==> src/rtl/mbist_pkg.sv <==
package mbist_pkg;
  localparam int NPORTS = 4;

  typedef enum logic [5:0] {
    ST_IDLE     = 6'b000000,
    ST_CHK_W    = 6'b000001,
    ST_CHK_R    = 6'b001001,
    ST_NCHK_W   = 6'b001000,
    ST_NCHK_R   = 6'b011000,
    ST_UA_ZERO  = 6'b011001,
    ST_UA_ADDR  = 6'b011011,
    ST_UA_RD    = 6'b011010,
    ST_UA_ONES  = 6'b011110,
    ST_UA_NADDR = 6'b011111,
    ST_UA_NRD   = 6'b011101,
    ST_DONE     = 6'b110010
  } state_e;

  typedef enum logic [2:0] {
    PAT_CHK, PAT_NCHK, PAT_ZERO, PAT_ADDR, PAT_ONES, PAT_NADDR
  } pat_e;

  typedef struct packed {
    logic       we;
    logic       re;
    logic [1:0] port;
    pat_e       pat;
    logic       clrFail;
  } strobe_t;
endpackage

==> src/rtl/mbist_ctrl.sv <==
module mbist_ctrl
  import mbist_pkg::*;
#(
  parameter int ADDR_W = 4
) (
  input  logic              clk,
  input  logic              rstN,
  input  logic              start,
  input  logic [1:0]        mode,
  input  logic              step,
  output state_e            state,
  output logic [1:0]        uaPort,
  output logic [ADDR_W-1:0] addr,
  output strobe_t           stb
);
  localparam int CNT_W = ADDR_W + 2;

  logic [CNT_W-1:0] cnt;
  logic halted, isRead, isWrite, lastOp, debugMode, startOk;
  state_e nxt;
  pat_e pat;

  assign debugMode = (mode == 2'b01);
  assign startOk   = start && (state == ST_IDLE || state == ST_DONE);

  always_comb begin
    isRead  = 1'b0;
    isWrite = 1'b0;
    nxt     = ST_IDLE;
    pat     = PAT_ZERO;
    case (state)
      ST_CHK_W:    begin isWrite = 1'b1; nxt = ST_CHK_R;    pat = PAT_CHK;   end
      ST_CHK_R:    begin isRead  = 1'b1; nxt = ST_NCHK_W;   pat = PAT_CHK;   end
      ST_NCHK_W:   begin isWrite = 1'b1; nxt = ST_NCHK_R;   pat = PAT_NCHK;  end
      ST_NCHK_R:   begin isRead  = 1'b1; nxt = ST_UA_ZERO;  pat = PAT_NCHK;  end
      ST_UA_ZERO:  begin isWrite = 1'b1; nxt = ST_UA_ADDR;  pat = PAT_ZERO;  end
      ST_UA_ADDR:  begin isWrite = 1'b1; nxt = ST_UA_RD;    pat = PAT_ADDR;  end
      ST_UA_RD:    begin isRead  = 1'b1; nxt = ST_UA_ONES;  pat = PAT_ADDR;  end
      ST_UA_ONES:  begin isWrite = 1'b1; nxt = ST_UA_NADDR; pat = PAT_ONES;  end
      ST_UA_NADDR: begin isWrite = 1'b1; nxt = ST_UA_NRD;   pat = PAT_NADDR; end
      ST_UA_NRD:   begin
        isRead = 1'b1;
        pat    = PAT_NADDR;
        nxt    = (uaPort == 2'd3) ? ST_DONE : ST_UA_ZERO;
      end
      ST_DONE:     nxt = ST_DONE;
      default:     nxt = ST_IDLE;
    endcase
  end

  assign lastOp = isRead ? (&cnt) : (&cnt[ADDR_W-1:0]);

  always_ff @(posedge clk or negedge rstN) begin
    if (!rstN) begin
      state  <= ST_IDLE;
      cnt    <= '0;
      uaPort <= 2'd1;
      halted <= 1'b0;
    end else if (startOk) begin
      state  <= ST_CHK_W;
      cnt    <= '0;
      uaPort <= 2'd1;
      halted <= 1'b0;
    end else if ((halted && step) || (!halted && (isRead || isWrite) && lastOp && !debugMode)) begin
      halted <= 1'b0;
      state  <= nxt;
      cnt    <= '0;
      if (state == ST_UA_NRD && uaPort != 2'd3) uaPort <= uaPort + 2'd1;
    end else if (!halted && (isRead || isWrite)) begin
      if (lastOp) halted <= 1'b1;
      else        cnt    <= cnt + 1'b1;
    end
  end

  assign addr        = cnt[ADDR_W-1:0];
  assign stb.we      = isWrite && !halted;
  assign stb.re      = isRead && !halted;
  assign stb.port    = isRead ? cnt[CNT_W-1:ADDR_W]
                     : ((state == ST_CHK_W || state == ST_NCHK_W) ? 2'd0 : uaPort);
  assign stb.pat     = pat;
  assign stb.clrFail = startOk;

  p_halt_hold_r9: assert property (@(posedge clk) disable iff (!rstN)
    (halted && !step && !start) |=> ($stable(state) && !stb.we && !stb.re));
  p_writer_range_r2: assert property (@(posedge clk) disable iff (!rstN)
    uaPort != 2'd0);
  p_no_rw_overlap_r6: assert property (@(posedge clk) disable iff (!rstN)
    !(stb.we && stb.re));
endmodule

==> src/rtl/mbist_dp.sv <==
module mbist_dp
  import mbist_pkg::*;
#(
  parameter int ADDR_W = 4,
  parameter int DATA_W = 8,
  parameter int COL_W  = 2
) (
  input  logic                     clk,
  input  logic                     rstN,
  input  strobe_t                  stb,
  input  logic [ADDR_W-1:0]        addr,
  input  logic [5:0]               stateCode,
  input  logic [NPORTS*DATA_W-1:0] memRdata,
  output logic [NPORTS*ADDR_W-1:0] memAddr,
  output logic [NPORTS*DATA_W-1:0] memWdata,
  output logic [NPORTS-1:0]        memWe,
  output logic [NPORTS-1:0]        memRe,
  output logic                     pendValid,
  output logic                     fail,
  output logic [ADDR_W-1:0]        failAddr,
  output logic [1:0]               failPort,
  output logic [5:0]               failState,
  output logic [DATA_W-1:0]        failData
);
  function automatic logic [DATA_W-1:0] expVal(pat_e p, logic [ADDR_W-1:0] a);
    logic [DATA_W-1:0] av;
    logic cb;
    av = '0;
    for (int i = 0; i < DATA_W; i++) if (i < ADDR_W) av[i] = a[i];
    cb = a[0] ^ a[COL_W];
    case (p)
      PAT_CHK:   return {DATA_W{cb}};
      PAT_NCHK:  return {DATA_W{~cb}};
      PAT_ADDR:  return av;
      PAT_ONES:  return '1;
      PAT_NADDR: return ~av;
      default:   return '0;
    endcase
  endfunction

  logic [DATA_W-1:0] wdata, pendExp, rdSel;
  logic [ADDR_W-1:0] pendAddr;
  logic [1:0] pendPort;
  logic [5:0] pendState;
  logic mismatch;

  assign wdata = expVal(stb.pat, addr);

  for (genvar p = 0; p < NPORTS; p++) begin : g_port
    assign memAddr[p*ADDR_W +: ADDR_W]  = addr;
    assign memWdata[p*DATA_W +: DATA_W] = wdata;
    assign memWe[p] = stb.we && (stb.port == p);
    assign memRe[p] = stb.re && (stb.port == p);
  end

  assign rdSel    = memRdata[pendPort*DATA_W +: DATA_W];
  assign mismatch = pendValid && (rdSel != pendExp);

  always_ff @(posedge clk or negedge rstN) begin
    if (!rstN) begin
      pendValid <= 1'b0;
      pendAddr  <= '0;
      pendPort  <= '0;
      pendState <= '0;
      pendExp   <= '0;
      fail      <= 1'b0;
      failAddr  <= '0;
      failPort  <= '0;
      failState <= '0;
      failData  <= '0;
    end else begin
      pendValid <= stb.re;
      if (stb.re) begin
        pendAddr  <= addr;
        pendPort  <= stb.port;
        pendState <= stateCode;
        pendExp   <= wdata;
      end
      if (stb.clrFail) begin
        fail <= 1'b0;
      end else if (mismatch && !fail) begin
        fail      <= 1'b1;
        failAddr  <= pendAddr;
        failPort  <= pendPort;
        failState <= pendState;
        failData  <= rdSel;
      end
    end
  end

  p_one_enable_r6: assert property (@(posedge clk) disable iff (!rstN)
    $onehot0({memWe, memRe}));
  p_capture_frozen_r7: assert property (@(posedge clk) disable iff (!rstN)
    (fail && !stb.clrFail) |=> (fail && $stable(failAddr) && $stable(failData)));
endmodule

==> src/rtl/mbist_seq.sv <==
module mbist_seq
  import mbist_pkg::*;
#(
  parameter int ADDR_W = 4,
  parameter int DATA_W = 8,
  parameter int COL_W  = 2
) (
  input  logic                     clk,
  input  logic                     rstN,
  input  logic                     start,
  input  logic [1:0]               mode,
  input  logic                     step,
  output logic [4*ADDR_W-1:0]      memAddr,
  output logic [4*DATA_W-1:0]      memWdata,
  output logic [3:0]               memWe,
  output logic [3:0]               memRe,
  input  logic [4*DATA_W-1:0]      memRdata,
  output logic [5:0]               stateCode,
  output logic [1:0]               wrPort,
  output logic                     busy,
  output logic                     done,
  output logic                     pass,
  output logic                     fail,
  output logic [ADDR_W-1:0]        failAddr,
  output logic [1:0]               failPort,
  output logic [5:0]               failState,
  output logic [DATA_W-1:0]        failData
);
  state_e state;
  strobe_t stb;
  logic [ADDR_W-1:0] addr;
  logic pendValid;

  mbist_ctrl #(.ADDR_W(ADDR_W)) uCtrl (
    .clk(clk), .rstN(rstN), .start(start), .mode(mode), .step(step),
    .state(state), .uaPort(wrPort), .addr(addr), .stb(stb)
  );

  mbist_dp #(.ADDR_W(ADDR_W), .DATA_W(DATA_W), .COL_W(COL_W)) uDp (
    .clk(clk), .rstN(rstN), .stb(stb), .addr(addr), .stateCode(stateCode),
    .memRdata(memRdata), .memAddr(memAddr), .memWdata(memWdata),
    .memWe(memWe), .memRe(memRe), .pendValid(pendValid), .fail(fail),
    .failAddr(failAddr), .failPort(failPort), .failState(failState),
    .failData(failData)
  );

  assign stateCode = state;
  assign done      = (state == ST_DONE) && !pendValid;
  assign pass      = done && !fail;
  assign busy      = (state != ST_IDLE) && !done;

  p_done_quiet_r8: assert property (@(posedge clk) disable iff (!rstN)
    (done && !start) |=> (done && memWe == 4'b0 && memRe == 4'b0));
endmodule

==> config.mk <==
export PLATFORM = sky130hd
export DESIGN_NAME = mbist_seq
export DESIGN_NICKNAME = d
export VERILOG_FILES = /design/src/rtl/mbist_pkg.sv /design/src/rtl/mbist_ctrl.sv /design/src/rtl/mbist_dp.sv /design/src/rtl/mbist_seq.sv
export SDC_FILE = /design/constraint.sdc
export NUM_CORES = 1
export LEC_CHECK = 0
export BUFFER_PORTS_ARGS = -buffer_cell sky130_fd_sc_hd__buf_4
export CAP_MARGIN = 20
export CORE_MARGIN = 3
export CORE_UTILIZATION = 30
export DETAILED_ROUTE_END_ITERATION = 6
export GPL_ROUTABILITY_DRIVEN = 0
export GPL_TIMING_DRIVEN = 0
export PLACE_DENSITY = 0.6
export SYNTH_ARGS = -nofsm -noshare
export SYNTH_HDL_FRONTEND = slang
export SYNTH_SLANG_ARGS = --single-unit
==> constraint.sdc <==
create_clock -name clk -period 3.75 [get_ports clk]
set_input_delay 1.125 -clock clk [delete_from_list [all_inputs] [get_ports clk]]
set_output_delay 1.125 -clock clk [all_outputs]
set_load 0.02 [all_outputs]
Yosys cells after proc, flatten, opt, wreduce, memory -nomap -nowiden --
Index checks and enable logic that the tools add are counted.
Word-level totals: bits of input ports 38, output and inout bits 88, register bits after elaboration 57, word-level logic and storage cells 119
Operators by class: eq/ne operators 23, bitwise logic cells 4, reduce and logical (&&, ||, !) cells 51, add/subtract/negate cells 2, mux-type cells 24, shift-type cells 1
Operators with widths (count):
- $pmux W6 S11 | 1
- $eq A6 B5 Y1 const B | 7
- $mux W6 | 7
- $pmux W8 S5 | 1
- $shiftx A32 B6 Y8 | 1
- $logic_and A1 B1 Y1 | 21
- $pmux W3 S5 | 1
- $eq A6 B4 Y1 const B | 2
- $mux W2 | 5
- $mux W1 | 9
- $ne A8 B8 Y1 | 1
- $not A4 Y8 | 1
- $reduce_and A2 Y1 | 4
- $reduce_or A2 Y1 | 4
- $add A6 B1 Y6 const B | 1
- $eq A2 B2 Y1 const B | 3
- $eq A3 B3 Y1 const B | 2
- $eq A6 B1 Y1 const B | 1
- $eq A6 B6 Y1 const B | 1
- $logic_not A6 Y1 | 1
- $reduce_and A6 Y1 | 1
- $reduce_bool A2 Y1 | 3
- $reduce_bool A3 Y1 | 2
- $reduce_bool A6 Y1 | 1
- other kinds (15) | 24

Logic depth before layout (Yosys ltp) --
Gate-level depths: netlist of the first run.
depth in word-level cells 10, mapped depth 8

Hierarchy --
From an unflattened synthesis of the first run, not the netlist that was laid out.
Second synthesis, totals: cell total of the unflattened synthesis 343, area total of the unflattened synthesis 3609.7 sq um
Modules (own cells, without submodules):
- mbist_dp | instances 1, area an instance 2356.0 sq um, cells an instance 195
- mbist_ctrl | instances 1, area an instance 1206.2 sq um, cells an instance 142
- mbist_seq | instances 1, area an instance 47.5 sq um, cells an instance 6

Worst setup path before layout of the first run --
OpenSTA, ideal clock, no wires.
path kind register -> output, start point register uCtrl.state[2], end point output port memWdata[10], buffers on the path 3, arrival time 2257 ps, required time 2625 ps, stages on the path, launching flop included 8, slack 368 ps, cell sequence dfrtp_1 -> clkbuf_1 -> buf_1 -> nand2_1 -> nor2_1 -> a21oi_1 -> o21ai_0 -> buf_4
Between the ends: word-level cells in the longest chain between the ends 5
Ends and longest elaborated chain:
- start, declared | RTL line mbist_ctrl.sv:11 | output state_e state,
- start signal, assigned | RTL line mbist_ctrl.sv:66 | state <= nxt;
- $eq A6 B5 Y1 (tied with other cells) | RTL line mbist_ctrl.sv:31 | case (state)
- $reduce_or A2 Y1 (no source line)
- $pmux W3 S5 (*) | RTL line mbist_ctrl.sv:31
- $eq A3 B3 Y1 (tied with other cells) | RTL line mbist_dp.sv:31 | case (p)
- $pmux W8 S5 (*) | RTL line mbist_dp.sv:31
- end, declared | RTL line mbist_seq.sv:14 | output logic [4*DATA_W-1:0] memWdata,
Mark *: on every way between the ends. The rest lies on a longest branch, timed or not.

Worst setup path after layout of the first run --
start point register uCtrl.state[5], end point output port memWdata[23]
Same word-level chain as after synthesis.

==> run summary, run 1 <==
Result of the run = finished, final reports clean
Buffers added on ports = 125
Number of instances in the synthesized netlist = 339
Routed Wire Length = 9500 um
Core area = 11000 um2
Largest net degree at the start of global routing = 55
Required time of the worst setup path = 2.62 ns
Layout area overhead = 37.9%
Root Buffer = clkbuf_16
Finished layout cell area = 4740 um2
Initial core utilization = 31.2%
Post-detailed-placement cell area = 4550 um2
Cell types with the highest counts after synthesis = dfrtp_1, buf_4, nor2_1
Final setup skew = 0.00687 ns
Pre-antenna DRT Iters = 4
Share of the yosys chip area belonging to registers = 39.3%
Total GRT Usage = 14.5%
Fraction of layout instances using a drive strength above 1 = 50.1%
Crit. End Element = output port
Clock latency at the later pin of the worst-skew pair = 0.29 ns
TritonCTS Sinks = 54
Detailed-route via count = 3003
Number of pins with negative max-slew slack in the final report = 0
GR met3 Demand/Resource = 2.73%
Post-placement setup slack = -0.0988 ns
Post-synth top area share = 38.6%
Height of the chip = 113 um
Row count = 38
Io pins = 126
Number of hold buffers added after cts = 0
Area leader, netlist = dfrtp_1
DRT antenna net count = 0
DRC violations left = 0
Cell types with the largest area share after synthesis = dfrtp_1, buf_4, mux2_4
Grt ovf = 0
Die W = 113 um
Vias per Instance = 4.90
Clock tree buffer depth = 2
Max cap viols = 0
Critical Path AT = 2.43 ns
Worst path setup slack after routing = 0.192 ns
Worst voltage drop across the vdd grid = 0.877 mV
Post-synth EDFFs = 0
Class of the worst hold path = reg2reg
WS Path Type = reg2out
Finish-stage setup viols = 0
M2 GR Usage = 23.7%
Post-DP HPWL = 7290 um
Via count of the first global-routing pass = 2915
Most common cell in the synthesized netlist = dfrtp_1
Count of nets after finishing = 512
Worst Max-Slew Pin Slew = 0.956 ns
Total of warnings raised by yosys = 0
M1 GR Usage = 19.8%
Dpl cells = 604
Register bit count reported by yosys = 54
CTS tree = done
Pleak = 2.29 nW
Fraction of synthesis flops using an asynchronous set or reset pin = 100%
Share of the cycle needed by the critical path after routing = 94.9%
Fin. Hold Viols = 0
Post-DR wirelength/cell = 15.5 um
# diodes = 0
Cts bufs inserted = 5
Iter 0 DRT Violations = 213
Antenna violations before repair = 0
Filler-free cell count of the finished design = 613
First-pass GRT wire length = 15100 um
Top Usage Layer GRT = met2
Most frequently used flop master after synthesis = dfrtp_1
Startpoint kind of the worst setup timing path = flip-flop
Post-route worst hold slack = 0.475 ns
Post-synthesis cell area = 3440 um2
Time the final worst path needs with I/O delays and setup = 3.56 ns
CTS H-Tree Depth = 2
Reg clk slew, reported paths = 0.07 ns
Syn nets = 379
Post-synthesis area per instance = 10.1 um2
Power Density = 1140 nW/um2
Worst slew slack as a fraction of its limit = 36.0%
Die area = 12800 um2
Unique cell type count in the Yosys netlist = 57
Maximum fanout encountered on the critical timing path = 16
Maximum clock rate = 281 MHz
==> per-stage QoR <==
stage               utilization (%)  total power [mW]  setup TNS, ns
finish                         43.0              5.40              0
global route                   43.0              5.75      -0.000130
CTS                            42.8              5.42              0
detailed placement             41.3              4.91          -1.49
global placement               41.3              4.86         -0.394
floorplan                         -              3.53              0
==> report_power, final <==
part,internal (mW),total (mW),switching (mW)
clock network,0.269,0.482,0.213
logic,1.88,3.90,2.02
registers,0.820,1.01,0.195
==> state kept, by name, indices dropped and copies added (netlist names) <==
| name | flops |
|---|---|
| uCtrl.cnt | 6 |
| uCtrl.halted | 1 |
| uCtrl.state | 6 |
| uCtrl.uaPort | 2 |
| uDp.fail | 1 |
| uDp.failAddr | 4 |
| uDp.failData | 8 |
| uDp.failPort | 2 |
| uDp.failState | 6 |
| uDp.pendAddr | 4 |
| uDp.pendExp | 5 |
| uDp.pendPort | 2 |
| uDp.pendState | 6 |
| uDp.pendValid | 1 |
==> routing by layer <==
| metal | routed length (um) | share of wire (%) | vias to the layer above |
|---|---|---|---|
| li1 | - | - | 1442 |
| met1 | 4100 | 43 | 1446 |
| met2 | 4690 | 49 | 109 |
| met3 | 609 | 6.4 | 6 |
| met4 | 92 | 0.97 | 0 |
| met5 | 0 | 0 | - |
==> layout make-up <==
| class | instances | area (um2) |
|---|---|---|
| Multi-Input combinational cell | 218 | 1670 |
| Sequential cell | 54 | 1350 |
| Clock inverter | 2 | 16.3 |
| Clock buffer | 6 | 139 |
| Inverter | 4 | 15.0 |
| Fill cell | 1093 | 6290 |
| Timing Repair Buffer | 126 | 946 |
| Tap cell | 140 | 175 |
| Buffer | 63 | 425 |
==> what timing repair did <==
| action | 4_1_cts | 5_1_grt |
|---|---|---|
| pin swaps | 0 | 1 |
| buffers inserted | 0 | 1 |
| gates resized for setup | 7 | 10 |
| endpoints found under the setup margin | 40 | 40 |
==> worst max-delay path, stage by stage (launching register included) <==
cell,delay [ns]
dfrtp_1,0.46
clkbuf_2,0.28
and4b_1,0.29
o21ai_0,0.09
o21ai_0,0.13
a2bb2oi_2,0.30
nand2_2,0.25
buf_4,0.20
buf_4,0.15
==> kinds of logic after synthesis <==
kind of cell               synth area share [%]
AOI/OAI and AO/OA                          12.9
xor gates and xnor gates                   1.53
adders and majority gates                 0.727
buffers and inverters                      12.6
DFF                                        39.3
muxes                                      18.6
and+or+nand+nor                            14.3
==> path summary, 6_finish.rpt <==
| path | from | endpoint | slack [ns] | cells after the start |
|---|---|---|---|---|
| hold / removal | uDp.pendState[3] | uDp.pendState[3] | 0.48 | 1 |
| setup reg to reg | uCtrl.cnt[1] | uCtrl.uaPort[1] | 0.99 | 7 |
| min in group asynchronous | rstN | uDp.pendAddr[3] | 0.88 | 1 |
| hold reg to reg | uDp.pendState[3] | uDp.pendState[3] | 0.48 | 1 |
| max in group asynchronous | rstN | uDp.failState[1] | 2.42 | 1 |
| setup / recovery | uCtrl.state[5] | memWdata[23] | 0.19 | 8 |
==> cells in the final DEF (no fill, tap or decap), types with 8 or more instances in the layout <==
cell type and instances:
mux2_4 16, mux2_2 17, dfrtp_1 53, nor3_1 13
nand2_1 19, nor2_1 28, buf_4 169, o21ai_0 17
a21oi_1 12, clkbuf_1 8
No activity file was read; power rests on OpenSTA's default activity.
==> inputs of run 2 (changes only) <==
Settings changed: CORE_UTILIZATION 30 to 24, PLACE_DENSITY 0.6 to 0.52, RECOVER_POWER from default to 100.
Clock period 3.75 ns to 4.5 ns, I/O delays scaled along.
==> run summary, run 2 (synthesis results as in run 1) <==
TritonCTS Sinks = 54 (unchanged)
CP Cell Sequence = clkbuf_1, and4b_1, o21ai_0, o21ai_0, a2bb2oi_1, o21ai_0, buf_4, buf_4 (was clkbuf_2, and4b_1, o21ai_0, o21ai_0, a2bb2oi_2, nand2_2, buf_4, buf_4)
# diodes = 0 (unchanged)
Pre-antenna DRT Iters = 4 (unchanged)
Fraction of layout instances using a drive strength above 1 = 35.5% (was 50.1%)
Violations in the final reports = capacitance limit, slew limit
Number of flip-flops in the largest register = 8 (unchanged)
Setup repair after global routing missed its margin = true
DRC violations left = 0 (unchanged)
WS Path Type = reg2out (unchanged)
Number of pins with negative max-slew slack in the final report = 55 (was 0)
Fin. Hold Viols = 0 (unchanged)
Vias per Instance = 4.58 (was 4.90)
Layout area overhead = 30.9% (was 37.9%)
Startpoint kind of the worst setup timing path = flip-flop (unchanged)
Class of the worst hold path = reg2reg (unchanged)
Maximum fanout encountered on the critical timing path = 10 (was 16)
Finished layout cell area = 4500 um2 (was 4740 um2)
Die area = 15800 um2 (was 12800 um2)
Post-layout total power = 4.19 mW (was 5.40 mW)
Row count = 43 (was 38)
Total GRT Usage = 12.2% (was 14.5%)
Standard cell with the maximum stage delay on the critical path = a2bb2oi_1 (was dfrtp_1)
Iter 0 DRT Violations = 187 (was 213)
Required time of the worst setup path = 3.15 ns (was 2.62 ns)
Crit. End Element = output port (unchanged)
Max cap viols = 1 (was 0)
Setup slack of the most critical reg-to-reg path = 1.37 ns (was 0.99 ns)
Leading cell type in the layout, fill and taps excluded = buf_4 (unchanged)
Reg clk slew, reported paths = 0.07 ns (about the same)
Detailed-route via count = 2980 (was 3003)
First-pass GRT wire length = 15800 um (was 15100 um)
Core area = 13900 um2 (was 11000 um2)
Pleak = 2.05 nW (was 2.29 nW)
Critical Path AT = 2.91 ns (was 2.43 ns)
Time the final worst path needs with I/O delays and setup = 4.26 ns
Buffers added on ports = 125 (unchanged)
Die W = 126 um (was 113 um)
Crit path max-delay family = compound AO/OA/AOI/OAI gates (was buffers and inverters)
Post-DR wirelength/cell = 14.9 um (was 15.5 um)
Clock tree buffer depth = 2 (unchanged)
Grt ovf = 0 (unchanged)
Post-CTS setup-driven buffer insertion count = 0 (unchanged)
# resized after CTS = 0 (was 7)
Height of the chip = 126 um (was 113 um)
Largest net degree at the start of global routing = 55 (unchanged)
Most flops, register = uDp.failData (unchanged)
Worst voltage drop across the vdd grid = 0.310 mV (was 0.877 mV)
Routed Wire Length = 9710 um (was 9500 um)
Filler-free cell count of the finished design = 651 (was 613)
Count of nets after finishing = 511 (was 512)
End-of-flow core utilization = 32.3% (was 43.0%)
CTS H-Tree Depth = 2 (unchanged)
Post-detailed-placement cell area = 4600 um2 (was 4550 um2)
Via count of the first global-routing pass = 2970 (was 2915)
Io pins = 126 (unchanged)
Fin Setup TNS = 0 ns (unchanged)
CTS tree = done (unchanged)
Result of the run = finished, violations left (was finished, final reports clean)
Root Buffer = clkbuf_16 (unchanged)
Fillers = 1467 (was 1093)
Power Density = 930 nW/um2 (was 1140 nW/um2)
Post-route worst hold slack = 0.467 ns (was 0.475 ns)
Clock latency at the later pin of the worst-skew pair = 0.29 ns (about the same)
Dpl cells = 644 (was 604)
Worst Max-Slew Pin Slew = 2.93 ns (was 0.956 ns)
Final setup skew = 0.00546 ns (was 0.00687 ns)
Maximum clock rate = 234 MHz
Initial core utilization = 24.7% (was 31.2%)
DRT antenna net count = 0 (unchanged)
Antenna violations before repair = 0 (unchanged)
Leading cell types in the layout, fill and taps excluded = buf_4, clkbuf_1, dfrtp_1 (was buf_4, dfrtp_1, nor2_1)
Most frequent cell on the critical path = o21ai_0
Worst stage delay on the critical path = 0.46 ns (about the same)
Count of buffer and inverter cells on the critical path = 3 (unchanged)
Post-DP HPWL = 7630 um (was 7290 um)
Share of the cycle needed by the critical path after routing = 94.8%
Worst path setup slack after routing = 0.235 ns (was 0.192 ns)
Worst slew slack as a fraction of its limit = -95.6% (was 36.0%)
Post-placement setup slack = 0.515 ns (was -0.0988 ns)
Finish-stage setup viols = 0 (unchanged)
Number of hold buffers added after cts = 0 (unchanged)
Cts bufs inserted = 5 (unchanged)
[run 2: cell count changes in the layout (fill, tap and decap cells not counted), moves of 16 or more]
cell / change
mux2_1: +16
clkbuf_1: +45
buf_4: -77
clkbuf_4: +33
mux2_4: -16
[run 2: per-layer routing]
metal | GRT usage, % | up-vias | part of all wire, %
li1 | - | 1437 | -
met1 | 16.9 | 1451 | 46
met5 | 0 | - | 0
met2 | 19.9 | 86 | 48
met3 | 2.67 | 6 | 5.5
met4 | 1.72 | 0 | 0.45
[run 2: power breakdown]
part | switching, mW | internal, mW | total, mW
registers | 0.158 | 0.683 | 0.841
logic | 1.65 | 1.32 | 2.97
clock network | 0.167 | 0.204 | 0.370
[run 2: final timing paths]
path / from / endpoint / depth (start not counted)
setup reg to reg: uDp.pendPort[0] / uDp.failData[7] / 8
hold reg to reg: uDp.pendState[3] / uDp.pendState[3] / 1
setup / recovery: uCtrl.state[5] / memWdata[17] / 8
max in group asynchronous: rstN / uCtrl.state[0] / 1
min in group asynchronous: rstN / uDp.failState[0] / 1
hold / removal: uDp.pendState[3] / uDp.pendState[3] / 1
[run 2: cell type report]
class,instances,area (um2),share of cell area (%)
multi-input cells,218,1590,35.2
flip-flops and latches,54,1350,30.0
repair buffers,125,783,17.4
plain buffers,63,403,8.95
well taps,180,225,5.00
clock buffers,6,129,2.86
inverters,4,15.0,0.334
clock inverters,1,7.51,0.167
==> inputs of run 3 (changes only) <==
Settings changed: ABC_AREA from default to 1, CORE_MARGIN 3 to 2.
==> run summary, run 3 <==
Result of the run = finished, violations left (unchanged)
Violations in the final reports = capacitance limit, slew limit (unchanged)
Register bit count reported by yosys = 54 (unchanged)
Maximum fanout encountered on the critical timing path = 10 (unchanged)
Required time of the worst setup path = 3.15 ns (about the same)
Post-DP HPWL = 8060 um (was 7630 um)
Syn nets = 518 (was 379)
Maximum clock rate = 240 MHz (was 234 MHz)
Power Density = 218 nW/um2 (was 930 nW/um2)
First-pass GRT wire length = 16200 um (was 15800 um)
Cts bufs inserted = 5 (unchanged)
Initial core utilization = 24.8% (was 24.7%)
# diodes = 0 (unchanged)
Number of instances in the synthesized netlist = 478 (was 339)
Post-synth EDFFs = 0 (unchanged)
Number of flip-flops in the largest register = 8 (unchanged)
Fillers = 1562 (was 1467)
Critical Path AT = 2.81 ns (was 2.91 ns)
Worst slew slack as a fraction of its limit = -97.1% (was -95.6%)
Height of the chip = 124 um (was 126 um)
Post-CTS setup-driven buffer insertion count = 0 (unchanged)
Dpl cells = 783 (was 644)
Share of the cycle needed by the critical path after routing = 92.4% (was 94.8%)
Max cap viols = 1 (unchanged)
# resized after CTS = 0 (unchanged)
Leading cell types in the layout, fill and taps excluded = nand2_1, buf_4, clkbuf_1 (was buf_4, clkbuf_1, dfrtp_1)
Post-DR wirelength/cell = 12.8 um (was 14.9 um)
Filler-free cell count of the finished design = 791 (was 651)
Post-synthesis area per instance = 7.25 um2 (was 10.1 um2)
Pre-antenna DRT Iters = 4 (unchanged)
WS Path Type = reg2out (unchanged)
Share of the yosys chip area belonging to registers = 39.0% (was 39.3%)
Largest net degree at the start of global routing = 55 (unchanged)
Crit. End Element = output port (unchanged)
Cell types with the largest area share after synthesis = dfrtp_1, nand2_1, buf_4 (was dfrtp_1, buf_4, mux2_4)
Post-synthesis cell area = 3470 um2 (was 3440 um2)
Die area = 15400 um2 (was 15800 um2)
Total of warnings raised by yosys = 0 (unchanged)
Finish-stage setup viols = 0 (unchanged)
Finished layout cell area = 4560 um2 (was 4500 um2)
Post-synth top area share = 38.3% (was 38.6%)
Via count of the first global-routing pass = 3407 (was 2970)
Post-route worst hold slack = 0.474 ns (was 0.467 ns)
Class of the worst hold path = reg2reg (unchanged)
CTS tree = done (unchanged)
Fraction of synthesis flops using an asynchronous set or reset pin = 100% (unchanged)
Worst Max-Slew Pin Slew = 2.96 ns (was 2.93 ns)
Most flops, register = uDp.failData (unchanged)
Area leader, netlist = dfrtp_1 (unchanged)
Vias per Instance = 4.37 (was 4.58)
Setup repair after global routing missed its margin = false (was true)
Most frequently used flop master after synthesis = dfrtp_1 (unchanged)
Cell types with the highest counts after synthesis = nand2_1, dfrtp_1, buf_4 (was dfrtp_1, buf_4, nor2_1)
Pleak = 2.50 nW (was 2.05 nW)
Root Buffer = clkbuf_16 (unchanged)
Clock tree buffer depth = 2 (unchanged)
Count of nets after finishing = 650 (was 511)
Iter 0 DRT Violations = 222 (was 187)
CTS H-Tree Depth = 2 (unchanged)
Number of pins with negative max-slew slack in the final report = 55 (unchanged)
Number of hold buffers added after cts = 0 (unchanged)
Io pins = 126 (unchanged)
Fraction of layout instances using a drive strength above 1 = 23.4% (was 35.5%)
Core area = 14000 um2 (was 13900 um2)
Die W = 124 um (was 126 um)
Total GRT Usage = 13.3% (was 12.2%)
Fin Setup TNS = 0 ns (unchanged)
TritonCTS Sinks = 54 (unchanged)
Time the final worst path needs with I/O delays and setup = 4.16 ns (was 4.26 ns)
Fin. Hold Viols = 0 (unchanged)
Unique cell type count in the Yosys netlist = 29 (was 57)
Buffers added on ports = 125 (unchanged)
Antenna violations before repair = 0 (unchanged)
Grt ovf = 0 (unchanged)
Reg clk slew, reported paths = 0.07 ns (about the same)
Detailed-route via count = 3454 (was 2980)
Worst voltage drop across the vdd grid = 0.121 mV (was 0.310 mV)
Layout area overhead = 31.5% (was 30.9%)
Final setup skew = 0.00363 ns (was 0.00546 ns)
Clock latency at the later pin of the worst-skew pair = 0.29 ns (about the same)
Row count = 43 (unchanged)
DRT antenna net count = 0 (unchanged)
Post-detailed-placement cell area = 4630 um2 (was 4600 um2)
Leading cell type in the layout, fill and taps excluded = nand2_1 (was buf_4)
Startpoint kind of the worst setup timing path = flip-flop (unchanged)
DRC violations left = 0 (unchanged)
Most common cell in the synthesized netlist = nand2_1 (was dfrtp_1)
Routed Wire Length = 10100 um (was 9710 um)
run 3: cell count changes after synthesis, sizes merged, moves of 6 or more:
| cell | delta |
|---|---|
| nor3 | -10 |
| a21oi | -8 |
| nand2 | +145 |
| nand3 | +25 |
| nor2b | -6 |
| mux2 | -33 |
| mux4 | -7 |
| nand4 | +29 |
| o21ai | +6 |
| xor2 | +8 |
| inv | +41 |
run 3: final timing paths:
check | start | endpoint | slack, ns | cells past startpoint
setup / recovery | uCtrl.state[0] | memRe[2] | 0.34 | 10
hold / removal | uDp.failState[5] | uDp.failState[5] | 0.47 | 2
setup reg to reg | uCtrl.state[0] | uCtrl.halted | 1.95 | 11
hold reg to reg | uDp.failState[5] | uDp.failState[5] | 0.47 | 2
max in group asynchronous | rstN | uDp.failPort[1] | 0.80 | 1
min in group asynchronous | rstN | uCtrl.state[2] | 2.01 | 1
run 3: power by group:
part / switching (mW) / total [mW] / internal [mW]
registers: 0 / 0.485 / 0.485
clock network: 0.180 / 0.460 / 0.280
logic: 0.0228 / 0.0476 / 0.0248
total: 0.203 / 0.992 / 0.790
run 3: kinds of logic after synthesis:
kind of cell	synth area share, %
xor gates and xnor gates	2.27
adders and majority gates	0.722
and+or+nand+nor	34.3
AOI/OAI and AO/OA	6.61
DFF	39.0
buffers and inverters	17.1
run 3: layout make-up:
type                    count  area [um2]  share of cell area [%]
inverters                  45         169                    3.71
well taps                 180         225                    4.94
multi-input cells         317        1490                    32.6
repair buffers            125         743                    16.3
flip-flops and latches     54        1350                    29.7
clock inverters             2        38.8                   0.851
clock buffers               6         139                    3.05
plain buffers              62         403                    8.84
run 3: critical path, cell delays in order, from the launching register on:
cell and delay [ns]:
dfrtp_1 0.48, inv_1 0.20, nor2_1 0.36, nand3_1 0.13
nand3_1 0.20, nand2_1 0.18, inv_1 0.12, clkbuf_1 0.42
nand3_1 0.13, inv_1 0.08, clkbuf_1 0.23
run 3: per-layer routing:
metal / GRT usage [%] / vias up / part of all wire (%)
met4: 3.72 / 0 / 1.6
met5: 0 / - / 0
li1: - / 1756 / -
met1: 17.0 / 1602 / 45
met2: 22.5 / 85 / 48
met3: 2.93 / 11 / 6.0
run 3: metrics by stage:
stage                     power, mW  worst slack (ns)  util (%)
after floorplan               0.506              1.16         -
after global placement        0.543             0.752      33.1
after detailed placement      0.544             0.665      33.1
after CTS                      1.01             0.328      34.4
after global routing           1.04            0.0644      32.6
final                         0.992             0.340      32.6
